==> src/rtl/evid_pkg.sv <==
// Shared widths, frame lengths and the queued record type for the event
// identifier queue. Assumes frames are sent one bit per bunch clock.
package evid_pkg;
    localparam int EVN_W      = 24;
    localparam int BCN_W      = 12;
    localparam int TYP_W      = 8;
    localparam int MARK_W     = 2;
    localparam int ID_FRAME_W = MARK_W + EVN_W + BCN_W;
    localparam int TY_FRAME_W = MARK_W + TYP_W + 2;
    // Bit 0 leaves first: a 1, then a 0.
    localparam logic [MARK_W-1:0] START_MARK = 2'b01;

    typedef struct packed {
        logic [TYP_W-1:0] typ;
        logic [BCN_W-1:0] bcn;
        logic [EVN_W-1:0] evn;
    } evid_rec_t;

    localparam int REC_W = $bits(evid_rec_t);
endpackage

==> src/rtl/evid_counters.sv <==
// Event and bunch-crossing counters. The event number advances on every
// accept and the bunch number on every clock. Each clear command overrides
// its counter's step. Assumes the commands are single-cycle and synchronous.
module evid_counters #(
    parameter int EVN_W = 24,
    parameter int BCN_W = 12
) (
    input  logic             clk,
    input  logic             rst_n,
    input  logic             accept,
    input  logic             evn_clr,
    input  logic             bcn_clr,
    output logic [EVN_W-1:0] evn,
    output logic [BCN_W-1:0] bcn
);
    // Event number: clear wins, else step on accept.
    always_ff @(posedge clk) begin
        if (!rst_n)       evn <= '0;
        else if (evn_clr) evn <= '0;
        else if (accept)  evn <= evn + 1'b1;
    end

    // Bunch-crossing number: clear wins, else step every clock (wraps).
    always_ff @(posedge clk) begin
        if (!rst_n)       bcn <= '0;
        else if (bcn_clr) bcn <= '0;
        else              bcn <= bcn + 1'b1;
    end
endmodule

==> src/rtl/evid_fifo.sv <==
// Record queue of DEPTH entries with first-word fall-through output. A push
// while full is ignored; the caller flags it. Pop is only valid when not empty.
module evid_fifo #(
    parameter int DEPTH = 8,
    parameter int WIDTH = 44
) (
    input  logic             clk,
    input  logic             rst_n,
    input  logic             push,
    input  logic [WIDTH-1:0] din,
    input  logic             pop,
    output logic [WIDTH-1:0] dout,
    output logic             empty,
    output logic             full
);
    localparam int PTR_W = (DEPTH > 1) ? $clog2(DEPTH) : 1;
    localparam int CNT_W = $clog2(DEPTH + 1);
    localparam logic [PTR_W-1:0] LAST = PTR_W'(DEPTH - 1);

    logic [WIDTH-1:0] mem [DEPTH];
    logic [PTR_W-1:0] wr_ptr, rd_ptr;
    logic [CNT_W-1:0] count;
    logic             do_push, do_pop;

    assign empty   = (count == '0);
    assign full    = (count == CNT_W'(DEPTH));
    assign do_push = push && !full;
    assign do_pop  = pop && !empty;
    assign dout    = mem[rd_ptr];

    // Storage write; contents need no reset.
    always_ff @(posedge clk) begin
        if (do_push) mem[wr_ptr] <= din;
    end

    // Pointer and occupancy update with wrap at DEPTH-1.
    always_ff @(posedge clk) begin
        if (!rst_n) begin
            wr_ptr <= '0;
            rd_ptr <= '0;
            count  <= '0;
        end else begin
            if (do_push) wr_ptr <= (wr_ptr == LAST) ? '0 : wr_ptr + 1'b1;
            if (do_pop)  rd_ptr <= (rd_ptr == LAST) ? '0 : rd_ptr + 1'b1;
            if (do_push && !do_pop)      count <= count + 1'b1;
            else if (do_pop && !do_push) count <= count - 1'b1;
        end
    end
endmodule

==> src/rtl/evid_lane.sv <==
// One serial lane: loads a whole frame and shifts it out LSB first, filling
// with zeros. Assumes load and shift are never used for two purposes at once.
module evid_lane #(
    parameter int FRAME_W = 12
) (
    input  logic               clk,
    input  logic               rst_n,
    input  logic               load,
    input  logic [FRAME_W-1:0] frame,
    input  logic               shift,
    output logic               ser_out
);
    logic [FRAME_W-1:0] sh;

    // Frame register: load, else shift right by one.
    always_ff @(posedge clk) begin
        if (!rst_n)     sh <= '0;
        else if (load)  sh <= frame;
        else if (shift) sh <= {1'b0, sh[FRAME_W-1:1]};
    end

    assign ser_out = sh[0];
endmodule

==> src/rtl/evid_frame_ser.sv <==
// Builds both frames from one record and sends them in lock-step. The shared
// bit counter is sized to the longer (identifier) frame, and the shorter
// lane runs out as zeros. Assumes load arrives only while not busy.
module evid_frame_ser
    import evid_pkg::*;
(
    input  logic      clk,
    input  logic      rst_n,
    input  logic      load,
    input  evid_rec_t rec,
    output logic      busy,
    output logic      id_line,
    output logic      type_line
);
    localparam int CNT_W = $clog2(ID_FRAME_W);
    localparam logic [CNT_W-1:0] LAST_BIT = CNT_W'(ID_FRAME_W - 1);

    logic [CNT_W-1:0]      bit_idx;
    logic [ID_FRAME_W-1:0] id_frame;
    logic [TY_FRAME_W-1:0] ty_frame;
    logic                  id_bit, ty_bit, step;

    // Frame images: marker first, fields LSB first, parity then a 0 on type.
    always_comb begin
        id_frame = {rec.bcn, rec.evn, START_MARK};
        ty_frame = {1'b0, ^rec.typ, rec.typ, START_MARK};
    end

    // Frame timing: busy for exactly ID_FRAME_W cycles after a load.
    always_ff @(posedge clk) begin
        if (!rst_n) begin
            busy    <= 1'b0;
            bit_idx <= '0;
        end else if (load) begin
            busy    <= 1'b1;
            bit_idx <= '0;
        end else if (busy) begin
            if (bit_idx == LAST_BIT) busy <= 1'b0;
            bit_idx <= bit_idx + 1'b1;
        end
    end

    assign step = busy && !load;

    evid_lane #(.FRAME_W(ID_FRAME_W)) u_id_lane (
        .clk(clk), .rst_n(rst_n), .load(load), .frame(id_frame),
        .shift(step), .ser_out(id_bit)
    );

    evid_lane #(.FRAME_W(TY_FRAME_W)) u_ty_lane (
        .clk(clk), .rst_n(rst_n), .load(load), .frame(ty_frame),
        .shift(step), .ser_out(ty_bit)
    );

    assign id_line   = busy & id_bit;
    assign type_line = busy & ty_bit;
endmodule

==> src/rtl/evid_serq_top.sv <==
// Event identifier queue and serialiser top. It captures a record on each
// accept, queues up to DEPTH records, and streams them on two serial lines.
// Assumes every input is synchronous to the bunch clock.
module evid_serq_top
    import evid_pkg::*;
#(
    parameter int DEPTH = 8
) (
    input  logic             clk,
    input  logic             rst_n,
    input  logic             l1_accept,
    input  logic             evt_cnt_clr,
    input  logic             bc_cnt_clr,
    input  logic [TYP_W-1:0] trig_type,
    output logic             id_line,
    output logic             type_line,
    output logic             q_full,
    output logic             q_overflow
);
    logic [EVN_W-1:0] evn_now;
    logic [BCN_W-1:0] bcn_now;
    evid_rec_t        rec_in;
    logic [REC_W-1:0] q_dout;
    logic             q_empty, ser_busy, rec_load;

    evid_counters #(.EVN_W(EVN_W), .BCN_W(BCN_W)) u_cnt (
        .clk(clk), .rst_n(rst_n), .accept(l1_accept),
        .evn_clr(evt_cnt_clr), .bcn_clr(bc_cnt_clr),
        .evn(evn_now), .bcn(bcn_now)
    );

    // Record image as seen in the accept cycle.
    always_comb begin
        rec_in.typ = trig_type;
        rec_in.bcn = bcn_now;
        rec_in.evn = evn_now;
    end

    evid_fifo #(.DEPTH(DEPTH), .WIDTH(REC_W)) u_q (
        .clk(clk), .rst_n(rst_n), .push(l1_accept), .din(rec_in),
        .pop(rec_load), .dout(q_dout), .empty(q_empty), .full(q_full)
    );

    assign rec_load = !ser_busy && !q_empty;

    evid_frame_ser u_ser (
        .clk(clk), .rst_n(rst_n), .load(rec_load), .rec(evid_rec_t'(q_dout)),
        .busy(ser_busy), .id_line(id_line), .type_line(type_line)
    );

    // Sticky loss flag: set by an accept that meets a full queue.
    always_ff @(posedge clk) begin
        if (!rst_n)                   q_overflow <= 1'b0;
        else if (l1_accept && q_full) q_overflow <= 1'b1;
    end
endmodule

==> config.mk <==
export PLATFORM = sky130hd
export DESIGN_NAME = evid_serq_top
export DESIGN_NICKNAME = d
export VERILOG_FILES = /design/src/rtl/evid_pkg.sv /design/src/rtl/evid_counters.sv /design/src/rtl/evid_fifo.sv /design/src/rtl/evid_lane.sv /design/src/rtl/evid_frame_ser.sv /design/src/rtl/evid_serq_top.sv
export SDC_FILE = /design/constraint.sdc
export NUM_CORES = 1
export LEC_CHECK = 0
export CORE_ASPECT_RATIO = 0.6
export CORE_MARGIN = 8
export CORE_UTILIZATION = 44
export DETAILED_ROUTE_END_ITERATION = 7
export PLACE_DENSITY = 0.66
export SETUP_SLACK_MARGIN = 0.3
export SLEW_MARGIN = 20
export SYNTH_ARGS = -nofsm -noshare
export SYNTH_HDL_FRONTEND = slang
export SYNTH_HIERARCHICAL = 1
export SYNTH_SLANG_ARGS = --single-unit
==> constraint.sdc <==
create_clock -name clk -period 7 [get_ports clk]
set_input_delay 1.05 -clock clk [delete_from_list [all_inputs] [get_ports clk]]
set_output_delay 1.05 -clock clk [all_outputs]
set_load 0.02 [all_outputs]
Word level (Yosys, flattened, before mapping)
Memories as Yosys holds them, arrays and structs flattened. A register that Yosys moved wholly into a read port is not among the register bits.
Cells that the tools add are included.
{"block": "classes", "n_addsub": 7, "mul": 0, "n_div": 0, "n_lt_le_gt_ge": 0, "eq_ne": 4, "shift": 0, "muxes": 15, "bitwise": 3, "n_reduce_logical": 20}
{"cell": "38-bit two-way mux", "count": 2}
{"cell": "24-bit by 1-bit adder with 24-bit output (second input constant)", "count": 1}
{"cell": "11-bit two-way mux", "count": 2}
{"cell": "12-bit by 1-bit adder with 12-bit output (second input constant)", "count": 1}
{"cell": "3-bit two-way mux", "count": 4}
{"cell": "4-bit two-way mux", "count": 2}
{"cell": "8-bit parity", "count": 1}
{"cell": "1-bit logical AND", "count": 7}
{"cell": "3-bit by 1-bit adder with 3-bit output (second input constant)", "count": 2}
{"cell": "6-bit by 1-bit adder with 6-bit output (second input constant)", "count": 1}
{"cell": "3-bit == test (second input constant)", "count": 2}
{"cell": "6-bit == test (second input constant)", "count": 1}
{"cell": "1-bit zero test", "count": 6}
{"cell": "2-bit OR reduction", "count": 3}
{"cell": "1-bit two-way mux", "count": 5}
{"cell": "4-bit by 1-bit adder with 4-bit output (second input constant)", "count": 1}
{"cell": "4-bit == test (second input constant)", "count": 1}
{"cell": "4-bit zero test", "count": 1}
{"cell": "2-bit nonzero test", "count": 2}
{"cell": "4-bit by 1-bit subtractor with 4-bit output (second input constant)", "count": 1}
{"cell": "1-bit bitwise AND", "count": 2}
{"cell": "1-bit NOT", "count": 1}
{"block": "word_totals", "ff_bits": 103, "latchBits": 0, "mem_bits_rw": 352, "romBits": 0, "in_bits": 13, "output_inout_bits": 4, "word_cells": 62, "memories": 1}
{"memory": "u_q.mem", "depth": 8, "width": 44, "rd": 1, "rd_clocked_by_memory_dff": 1, "wr": 1, "line_no": "evid_fifo.sv:20", "text": "logic [WIDTH-1:0] mem [DEPTH];"}

Logic depth before layout (Yosys ltp)
Gate-level depths: netlist of the first run.
{"block": "logic_depth", "depth_word": 7, "mapped_depth": 11, "depth_no_buf": 10}

Cells and area by module
Netlist of the first run, hierarchy kept.
{"mod": "evid_fifo", "n_inst": 1, "cells_each": 585, "area_each_um2": 13964.6, "seq_area_each_um2": 10830.4}
{"mod": "evid_lane at u_ser.u_id_lane", "n_inst": 1, "cells_each": 168, "area_each_um2": 1966.9, "seq_area_each_um2": 760.7}
{"mod": "evid_counters", "n_inst": 1, "cells_each": 181, "area_each_um2": 1560.2, "seq_area_each_um2": 720.7}
{"mod": "evid_lane at u_ser.u_ty_lane", "n_inst": 1, "cells_each": 52, "area_each_um2": 590.6, "seq_area_each_um2": 240.2}
{"mod": "evid_frame_ser", "n_inst": 1, "cells_each": 45, "area_each_um2": 410.4, "seq_area_each_um2": 140.1}
{"mod": "evid_serq_top", "n_inst": 1, "cells_each": 4, "area_each_um2": 35.0, "seq_area_each_um2": 20.0}

Worst setup path after synthesis of the first run
No wires, ideal clock.
{"block": "synth_timing", "path_type": "input -> register", "start": "input l1_accept", "end": "memory u_q.mem[0][0], enable pin", "setup_time_ps": 555, "arrival_time_ps": 5594, "t_required_ps": 6445, "setup_slack_ps": 851, "stages": 3, "path_buffers": 1, "path_cell_list": "a21bo_2 > buf_2 > nor4_1"}
{"block": "synth_via", "elab_chain_len": 3}
{"item": "start: declaration", "line_no": "evid_serq_top.sv:11", "text": "input logic l1_accept,"}
{"item": "1-bit logical AND", "line_no": "evid_fifo.sv:27", "text": "assign do_push = push && !full;"}
{"item": "1-bit two-way mux", "line_no": "evid_fifo.sv:33", "text": "if (do_push) mem[wr_ptr] <= din;"}
{"item": "1-bit two-way mux (implied by the code)", "line_no": "evid_fifo.sv:33"}
{"item": "end: declaration", "line_no": "evid_fifo.sv:20"}
Every way passes these cells.

Worst setup path in the final report of the first run
{"block": "layout_timing", "start": "input l1_accept", "end": "memory u_q.mem[3][13], enable pin"}
{"block": "layout_via", "elab_chain_len": 3}
{"item": "1-bit logical AND", "line_no": "evid_fifo.sv:27"}
{"item": "named net u_q.do_push", "line_no": "evid_fifo.sv:23", "text": "logic do_push, do_pop;"}
{"item": "1-bit two-way mux", "line_no": "evid_fifo.sv:33"}
{"item": "1-bit two-way mux (implied by the code)", "line_no": "evid_fifo.sv:33"}
The timed path passes the listed nets, and every way through them passes these cells.

==> results, run 1 <==
- The clock network latency to the later pin of the worst-skew pair is 0.53 ns.
- The number of global-route vias before repair is 9050.
- The worst setup skew after layout is 0.0135 ns.
- The post-CTS setup buffer count is 0.
- The first global-routing pass estimated roughly 55 mm of wire.
- The synthesized area per cell is 17.9 um2.
- For the pin with the worst max-slew slack, the measured transition is about 0.98 ns.
- For this run the aggregate overflow at the end of global routing stands at 0.
- The routed length on met3 is 1.93 mm.
- The largest net degree at the start of global routing is 77.
- The Yosys step of the flow raised 6 warnings.
- For this configuration, the core starts out at a cell density of 44.4%.
- For this run, the leading register cell type out of synthesis is sky130_fd_sc_hd__edfxtp_1.
- The height of the die is 175 um.
- Max-cap violations in this run came to 0.
- The number of antenna-violating nets in the routed design is 0.
- The required arrival time at the worst endpoint is 7.16 ns.
- The final layout net count is 1081.
- The count of pins over their slew limit is 0.
- The post-route minimum period is 3.34 ns.
- The global router's overall resource usage is approximately 14%.
- The library cells used most frequently in the layout, excluding fill and tap cells, are sky130_fd_sc_hd__edfxtp_1, sky130_fd_sc_hd__dfxtp_1, sky130_fd_sc_hd__mux4_2, sky130_fd_sc_hd__mux2_2, sky130_fd_sc_hd__nand2b_1.
- The arrival time at the worst endpoint is 3.51 ns.
- The count of flip-flops with a built-in enable after synthesis is 352.
- Once the clock tree was built, the resizer swapped 0 gates to a different size.
- The async set-or-reset flop fraction in the synthesized netlist is 0%.
- Setup repair after global routing left no endpoint under its margin.
- Leaving out fill and tap cells, the most frequent cell in the layout is sky130_fd_sc_hd__edfxtp_1.
- The number of antenna violations at the first check in global routing is 1.
- Headroom to the max-slew limit came out at 34.7%.
- In this run the cell area of the synthesized design comes to 18500 um2.
- The number of buffer cells added on primary ports is 16.
- The flow ran to the end, and the final reports show no timing, DRC or antenna violations.
- The number of distinct library cells after synthesis is 48.
- In the detailed route, the total length drawn on met2 is 15.0 mm.
- For the worst flop-to-flop path, the logic depth is 5.
- The first-pass iteration count of the detailed router is 5.
- The highest metal layer with signal wires is met4.
- After detailed routing, the average wire length per cell comes to about 21 um.
- The clock passes through at most 3 buffers.
- The sum of routed wire segments on met1 is 17.9 mm.
- The site row count is 58.
- The number of remaining DRC errors is 0.
- Counting flops and latches in the post-synthesis netlist gives approximately 460.
- The worst setup path is of the primary input to register kind.
- The number of DRC violations after detailed-routing iteration 0 is 923.
- The placer's final routability congestion estimate is just over 0.7.
- The reported leakage power is 7.12 nW.
- TritonCTS built the clock tree.
- Static timing analysis puts the maximum clock frequency at 299 MHz.
- The cell type contributing the most total cell area after synthesis is sky130_fd_sc_hd__edfxtp_1.
- The number of hold violations in the final report is 0.
- Synthesis produced 1035 cells.
- The area share of the leading cell type in the synthesized netlist is 57.1%.
- After clock tree synthesis, the clock-pin slew on the worst setup and hold paths is 0.07 ns.
- The aggregate routed wire length is 35.3 mm.
- Yosys attributes the largest share of cell area to sky130_fd_sc_hd__edfxtp_1, sky130_fd_sc_hd__dfxtp_1, sky130_fd_sc_hd__mux4_2.
- In this run the horizontal extent of the chip is 281 um.
- In this run the power density over the cells is 357 nW/um2.
- The startpoint class of the critical path is a primary input.
- The fraction of layout cells with a size suffix above 1 is 25.3%.
- The mean number of vias per cell is approximately 5.5.
- The total I/O pin count is 17.
- The final critical path takes up 47.8% of the cycle.
- The final count of negative-setup-slack endpoints is 0.
- The sequential-to-total area share from yosys stat is 68.6%.
- Compared with the post-synthesis result, the final layout area differs by 10.9%.
- The die covers 49100 um2.
- The worst-case IR drop observed on VDD is 236 uV.
- The H-tree was split into 2 levels.
- The tree built by TritonCTS fans out to 459 sinks.
- Once detailed placement completed, the half-perimeter wirelength came to 19.3 mm.
- The cts-stage hold buffer count is 0.
- The final setup TNS is 0 ns.
- In this run the clock root is driven by a sky130_fd_sc_hd__clkbuf_16.
- The number of diodes is 0.
- The standard cell core area is 41700 um2.
- The worst slack on hold paths is 0.499 ns.
- The total number of vias is 9074.
- The maximum fanout along the worst path is 31.
- The instance count along the most critical hold path is 2.
- The min-delay analysis places its worst path in the category register to register.
- The worst setup path is captured at a register.
- Clock tree synthesis inserted a total of 40 buffers.
-- sequential cells by signal, summed over array words and instances (netlist names), named ones only --
signal and cells:
u_ser/u_ty_lane/sh 12, q_overflow 1, u_cnt/evn 24, u_ser/bit_idx 6
u_ser/u_id_lane/sh 38, u_q/mem 352, u_q/count 4, u_cnt/bcn 12
u_q/rd_ptr 3, u_q/wr_ptr 3, u_ser/busy 1
-- logic make-up after synthesis --
group                    after synthesis  synth area share, %
XOR/XNOR                              34                 1.61
flip-flops                           459                 68.6
multiplexers                         184                 17.2
AO/OA/AOI/OAI                         91                 4.05
buffers and inverters                 68                 2.11
other                                  2               0.0405
adder cells (fa/ha/maj)               12                0.851
AND/OR/NAND/NOR                      185                 5.55
-- critical path, cell delays in order --
cell and delay [ns]:
sky130_fd_sc_hd__clkdlybuf4s50_1 0.70, sky130_fd_sc_hd__a21bo_2 0.35, sky130_fd_sc_hd__inv_1 0.15, sky130_fd_sc_hd__nand2_1 0.22, sky130_fd_sc_hd__nor2_4 0.48, sky130_fd_sc_hd__buf_4 0.53
-- report_power, final --
part	internal, W	switching, W
Clock	0.00127	0.000933
Sequential	0.00318	0.000239
Combinational	0.000967	0.000749
-- final cells by class --
type / count / area (um2)
tap: 570 / 713
multi-input combinational: 511 / 5500
inverter: 12 / 45.0
clock inverter: 8 / 115
clock buffer: 63 / 1180
fill: 3444 / 21200
sequential: 459 / 12700
timing repair buffer: 32 / 275
-- layer usage --
layer / vias up / global-route usage (%)
li1: 4094 / -
met1: 4734 / 22.9
met2: 197 / 20.3
met3: 49 / 2.77
met4: 0 / 2.49
met5: - / 0
-- worst paths after layout --
check,startpoint,end,slack [ns]
worst min-delay path,q_overflow,q_overflow,0.50
worst max register to register,register,u_ser/u_id_lane/sh[35],3.83
worst max-delay path,l1_accept,u_q/mem[3][13],3.66
worst min register to register,q_overflow,q_overflow,0.50
-- Yosys cell counts, drive strengths merged, types with 9 or more instances --
cell type  number
ha             11
xor2           11
nand4          10
or3            12
xnor2          23
buf            32
nor2           35
nor3           10
nand3          10
nand2          24
edfxtp        352
inv            12
o21ai          13
mux2           92
a21oi          17
nor4            9
mux4           88
dfxtp         107
clkbuf         24
o211a          48
nand2b         54
-- metrics by stage --
step	instance area (um2)	std cells	util, %	setup slack (ns)	power, W
5_1_grt	20500	1655	49.2	3.51	0.00768
6_report	20500	1655	49.2	3.66	0.00733
2_1_floorplan	18500	1038	-	0.851	0.00487
3_3_place_gp	19300	1584	46.1	3.14	0.00517
4_1_cts	20500	1655	49.2	3.61	0.00742
3_5_place_dp	19300	1584	46.1	3.06	0.00520
Note: power is estimated with default switching activity, not from simulation.
==> inputs of run 2 (changes only) <==
- PLACE_DENSITY: 0.66 -> 0.68
- clock period: 7 -> 2.79 ns (I/O delays scaled with it)
==> results, run 2 (same netlist as run 1, synthesis figures left out) <==
- The flow ran to the end, and the final reports show no timing, DRC or antenna violations.
- The required arrival time at the worst endpoint is 3.26 ns (-3.90 ns).
- The minimum setup slack after placement is 0.0870 ns (-2.97 ns).
- The clock network latency to the later pin of the worst-skew pair is 0.54 ns (about the same).
- Traced cell by cell, the critical path runs through o41ai_4, ha_2, inv_1, ha_1, a21oi_2, a211oi_1, a31oi_1, mux2i_1.
- The total I/O pin count is 17 (unchanged).
- The number of CTS-inserted buffers is 40 (unchanged).
- The number of antenna-violating nets in the routed design is 0 (unchanged).
- The final setup TNS was 0 ns (unchanged).
- The worst setup path is of the register to register kind.
- After layout, the worst path uses 83.7% of the clock period.
- The standard cell core area is 41700 um2 (unchanged).
- The power share of the combinational group was 25.0% (+1.6 points).
- The mean number of vias per cell was 5.42 (-1.1%).
- The cts-stage hold buffer count is 0 (unchanged).
- The flip-flop count of the largest register after layout is 352 (unchanged).
- The die area is 49100 um2 (unchanged).
- The switching share of total power came to 26.2% (about the same).
- The number of DRC violations after detailed-routing iteration 0 is 800 (-13%).
- The CTS H-tree depth is 2 (unchanged).
- STA classifies the critical path endpoint as a register.
- The largest net degree at the start of global routing is 59 (-23%).
- The register with the most flip-flops in the final layout is u_q/mem.
- The headroom to the max-slew limit is 61.6% (+27 points).
- The first-pass iteration count of the detailed router is 5 (unchanged).
- The clock transition at the register clock pins on the worst setup and hold paths after CTS is 0.07 ns (about the same).
- The site row count was 58 (unchanged).
- The number of diodes was 0 (unchanged).
- The fraction of layout cells with a size suffix above 1 is 28.5% (+3.3 points).
- Based on the critical path, the design can be clocked at up to 428 MHz.
- The cell with the largest stage delay on the worst path is sky130_fd_sc_hd__o41ai_4.
- The final global-route overflow total is 0 (unchanged).
- The most common cell after layout, fill and taps aside is sky130_fd_sc_hd__edfxtp_1.
- The final cell count without fillers is 1692 (+2.2%).
- The cell count after placement was 1615 (+2.0%).
- The number of hold violations in the final report is 0 (unchanged).
- The number of sinks driven by the clock tree is 459 (unchanged).
- The number of buffers between clock root and the deepest sink is 3 (unchanged).
- The placer's final routability congestion estimate is 0.732 (+0.83%).
- The power density over the cells is 882 nW/um2 (+150%).
- In the final layout, the registers with the most flip-flops are u_q/mem (352), u_ser/u_id_lane/sh (38), u_cnt/evn (24).
- The number of antenna violations at the first check in global routing is 0 (-1).
- The first-pass GRT wire length is 55.8 mm (+1.4%).
- The worst setup path is launched from a register.
- The x dimension of the die came to 281 um (unchanged).
- Subtracting the final worst setup slack from the clock period gives 2.33 ns.
- The measured slew at the worst slew-check pin is 0.576 ns (-0.404 ns).
- The final layout net count is 1118 (+3.4%).
- The maximum fanout along the worst path is 6 (-81%).
- The area of all sequential standard cells was 12700 um2 (about the same).
- The final worst setup slack is 0.455 ns (-3.20 ns).
- Leaving out fill and tap cells, the most frequent cells in the layout are sky130_fd_sc_hd__edfxtp_1, sky130_fd_sc_hd__dfxtp_1, sky130_fd_sc_hd__mux4_2, sky130_fd_sc_hd__mux2_2, sky130_fd_sc_hd__nand2b_1.
- The number of maximum-capacitance constraint violations is 0 (unchanged).
- The area added between synthesis and finish is 13.7%.
- The worst setup skew after layout is 0.0169 ns (+0.00336 ns).
- TritonCTS built the clock tree.
- The final count of negative-setup-slack endpoints was 0 (unchanged).
- The internal power component was 0.0137 W (+150%).
- The number of inserted filler cells in the final layout is 3377 (-1.9%).
- The aggregate routed wire length is 35.5 mm (+0.34%).
- The stage delay of the slowest cell on the critical path is 0.52 ns (-0.18 ns).
- The relative contribution of the clock network to total power is 29.7% (-0.3 points).
- The arrival time at the worst endpoint came to 2.80 ns (-0.71 ns).
- The number of remaining DRC errors is 0 (unchanged).
- The reported leakage power is 7.38 nW (+3.7%).
- The count of pins over their slew limit is 0 (unchanged).
- The switching power summed over all nets came to 0.00487 W (+150%).
- The detailed-placement wirelength estimate is 20.6 mm (+6.9%).
- Setup repair after global routing left no endpoint under its margin.
- The number of buffer cells added on primary ports is 16 (unchanged).
- The height of the die is 175 um (unchanged).
- The path class of the tightest hold or removal check is primary input to register.
- The effective utilization at floorplan is 44.4% (unchanged).
- The clock tree root driver cell is sky130_fd_sc_hd__clkbuf_16.
- The total number of vias came to 9176 (+1.1%).
- The register share of total power is 45.2% (-1.4 points).
- The global router's overall resource usage was 14.5% (+0.16 points).
- The area of combinational cells with multiple inputs is 5560 um2 (+1.1%).
- The number of global-route vias before repair was 9251 (+2.2%).
- The worst-case vdd ir drop came to 541 uV (+130%).
- The mean routed wirelength per cell came to 21.0 um (-1.9%).
run 2: changes by cell type in the layout (fill, tap and decap cells not counted), moves of 3 or more:
cell,previous run,this run
sky130_fd_sc_hd__clkbuf_8,6,2
sky130_fd_sc_hd__clkinv_2,2,6
sky130_fd_sc_hd__buf_4,16,39
sky130_fd_sc_hd__clkbuf_4,3,0
sky130_fd_sc_hd__buf_12,0,14
sky130_fd_sc_hd__dfxtp_1,104,100
sky130_fd_sc_hd__clkinv_1,2,6
sky130_fd_sc_hd__clkbuf_1,13,9
sky130_fd_sc_hd__nor3_2,4,1
sky130_fd_sc_hd__nor3_4,0,4
run 2: cell type report:
type                            count  area share, %
Sequential cell                   459           60.4
Multi-Input combinational cell    511           26.4
Clock buffer                       52           5.16
Timing Repair Buffer               69           3.45
Tap cell                          570           3.39
Clock inverter                     19          0.933
Inverter                           12          0.214
run 2: worst paths after layout:
path	start	to	slack [ns]	depth (start not counted)
setup / recovery	u_q/count[1]	u_q/count[3]	0.46	8
hold / removal	rst_n	u_ser/busy	0.37	2
hold reg to reg	u_ser/bit_idx[5]	u_ser/bit_idx[5]	0.51	2
setup reg to reg	u_q/count[1]	u_q/count[3]	0.46	8
run 2: layer usage:
layer  part of all wire [%]  vias to the layer above  wire, um  track usage (%)
met3                    5.3                       40      1880             2.74
met1                     51                     4742     18000             22.7
met2                     43                      221     15100             20.9
met4                    1.4                        0       483             2.98
met5                      0                        -         0                0
li1                       -                     4173         -                -
run 2: critical path, delay by kind of cell (launching register included):
family	cells	cell delay [ns]
adders and majority gates	2	0.60
AOI/OAI and AO/OA	4	1.00
buffers and inverters	1	0.09
muxes	1	0.19
DFF	1	0.38
run 2: power by group through the flow:
stage	clock network [W]	logic [W]	registers (W)
2_1_floorplan	0	0.00390	0.00834
3_3_place_gp	0	0.00454	0.00853
3_5_place_dp	0	0.00458	0.00856
4_1_cts	0.00566	0.00461	0.00842
5_1_grt	0.00591	0.00506	0.00847
6_report	0.00552	0.00465	0.00841
run 2: per-stage QoR:
step / hold WS, ns / power (W) / utilization, % / area, um2
2_1_floorplan: 0.458 / 0.0122 / - / 18600
3_3_place_gp: 0.480 / 0.0131 / 47.2 / 19700
3_5_place_dp: 0.494 / 0.0131 / 47.2 / 19700
4_1_cts: 0.364 / 0.0187 / 50.3 / 21000
5_1_grt: 0.380 / 0.0194 / 50.5 / 21100
6_report: 0.366 / 0.0186 / 50.5 / 21100
run 2: repair_timing:
| item | 4_1_cts | 5_1_grt |
|---|---|---|
| setup buffers | 0 | 6 |
| endpoints found under the setup margin | 2 | 2 |
| cloned | 0 | 0 |
| pin swaps | 0 | 1 |
| gates resized for setup | 2 | 4 |
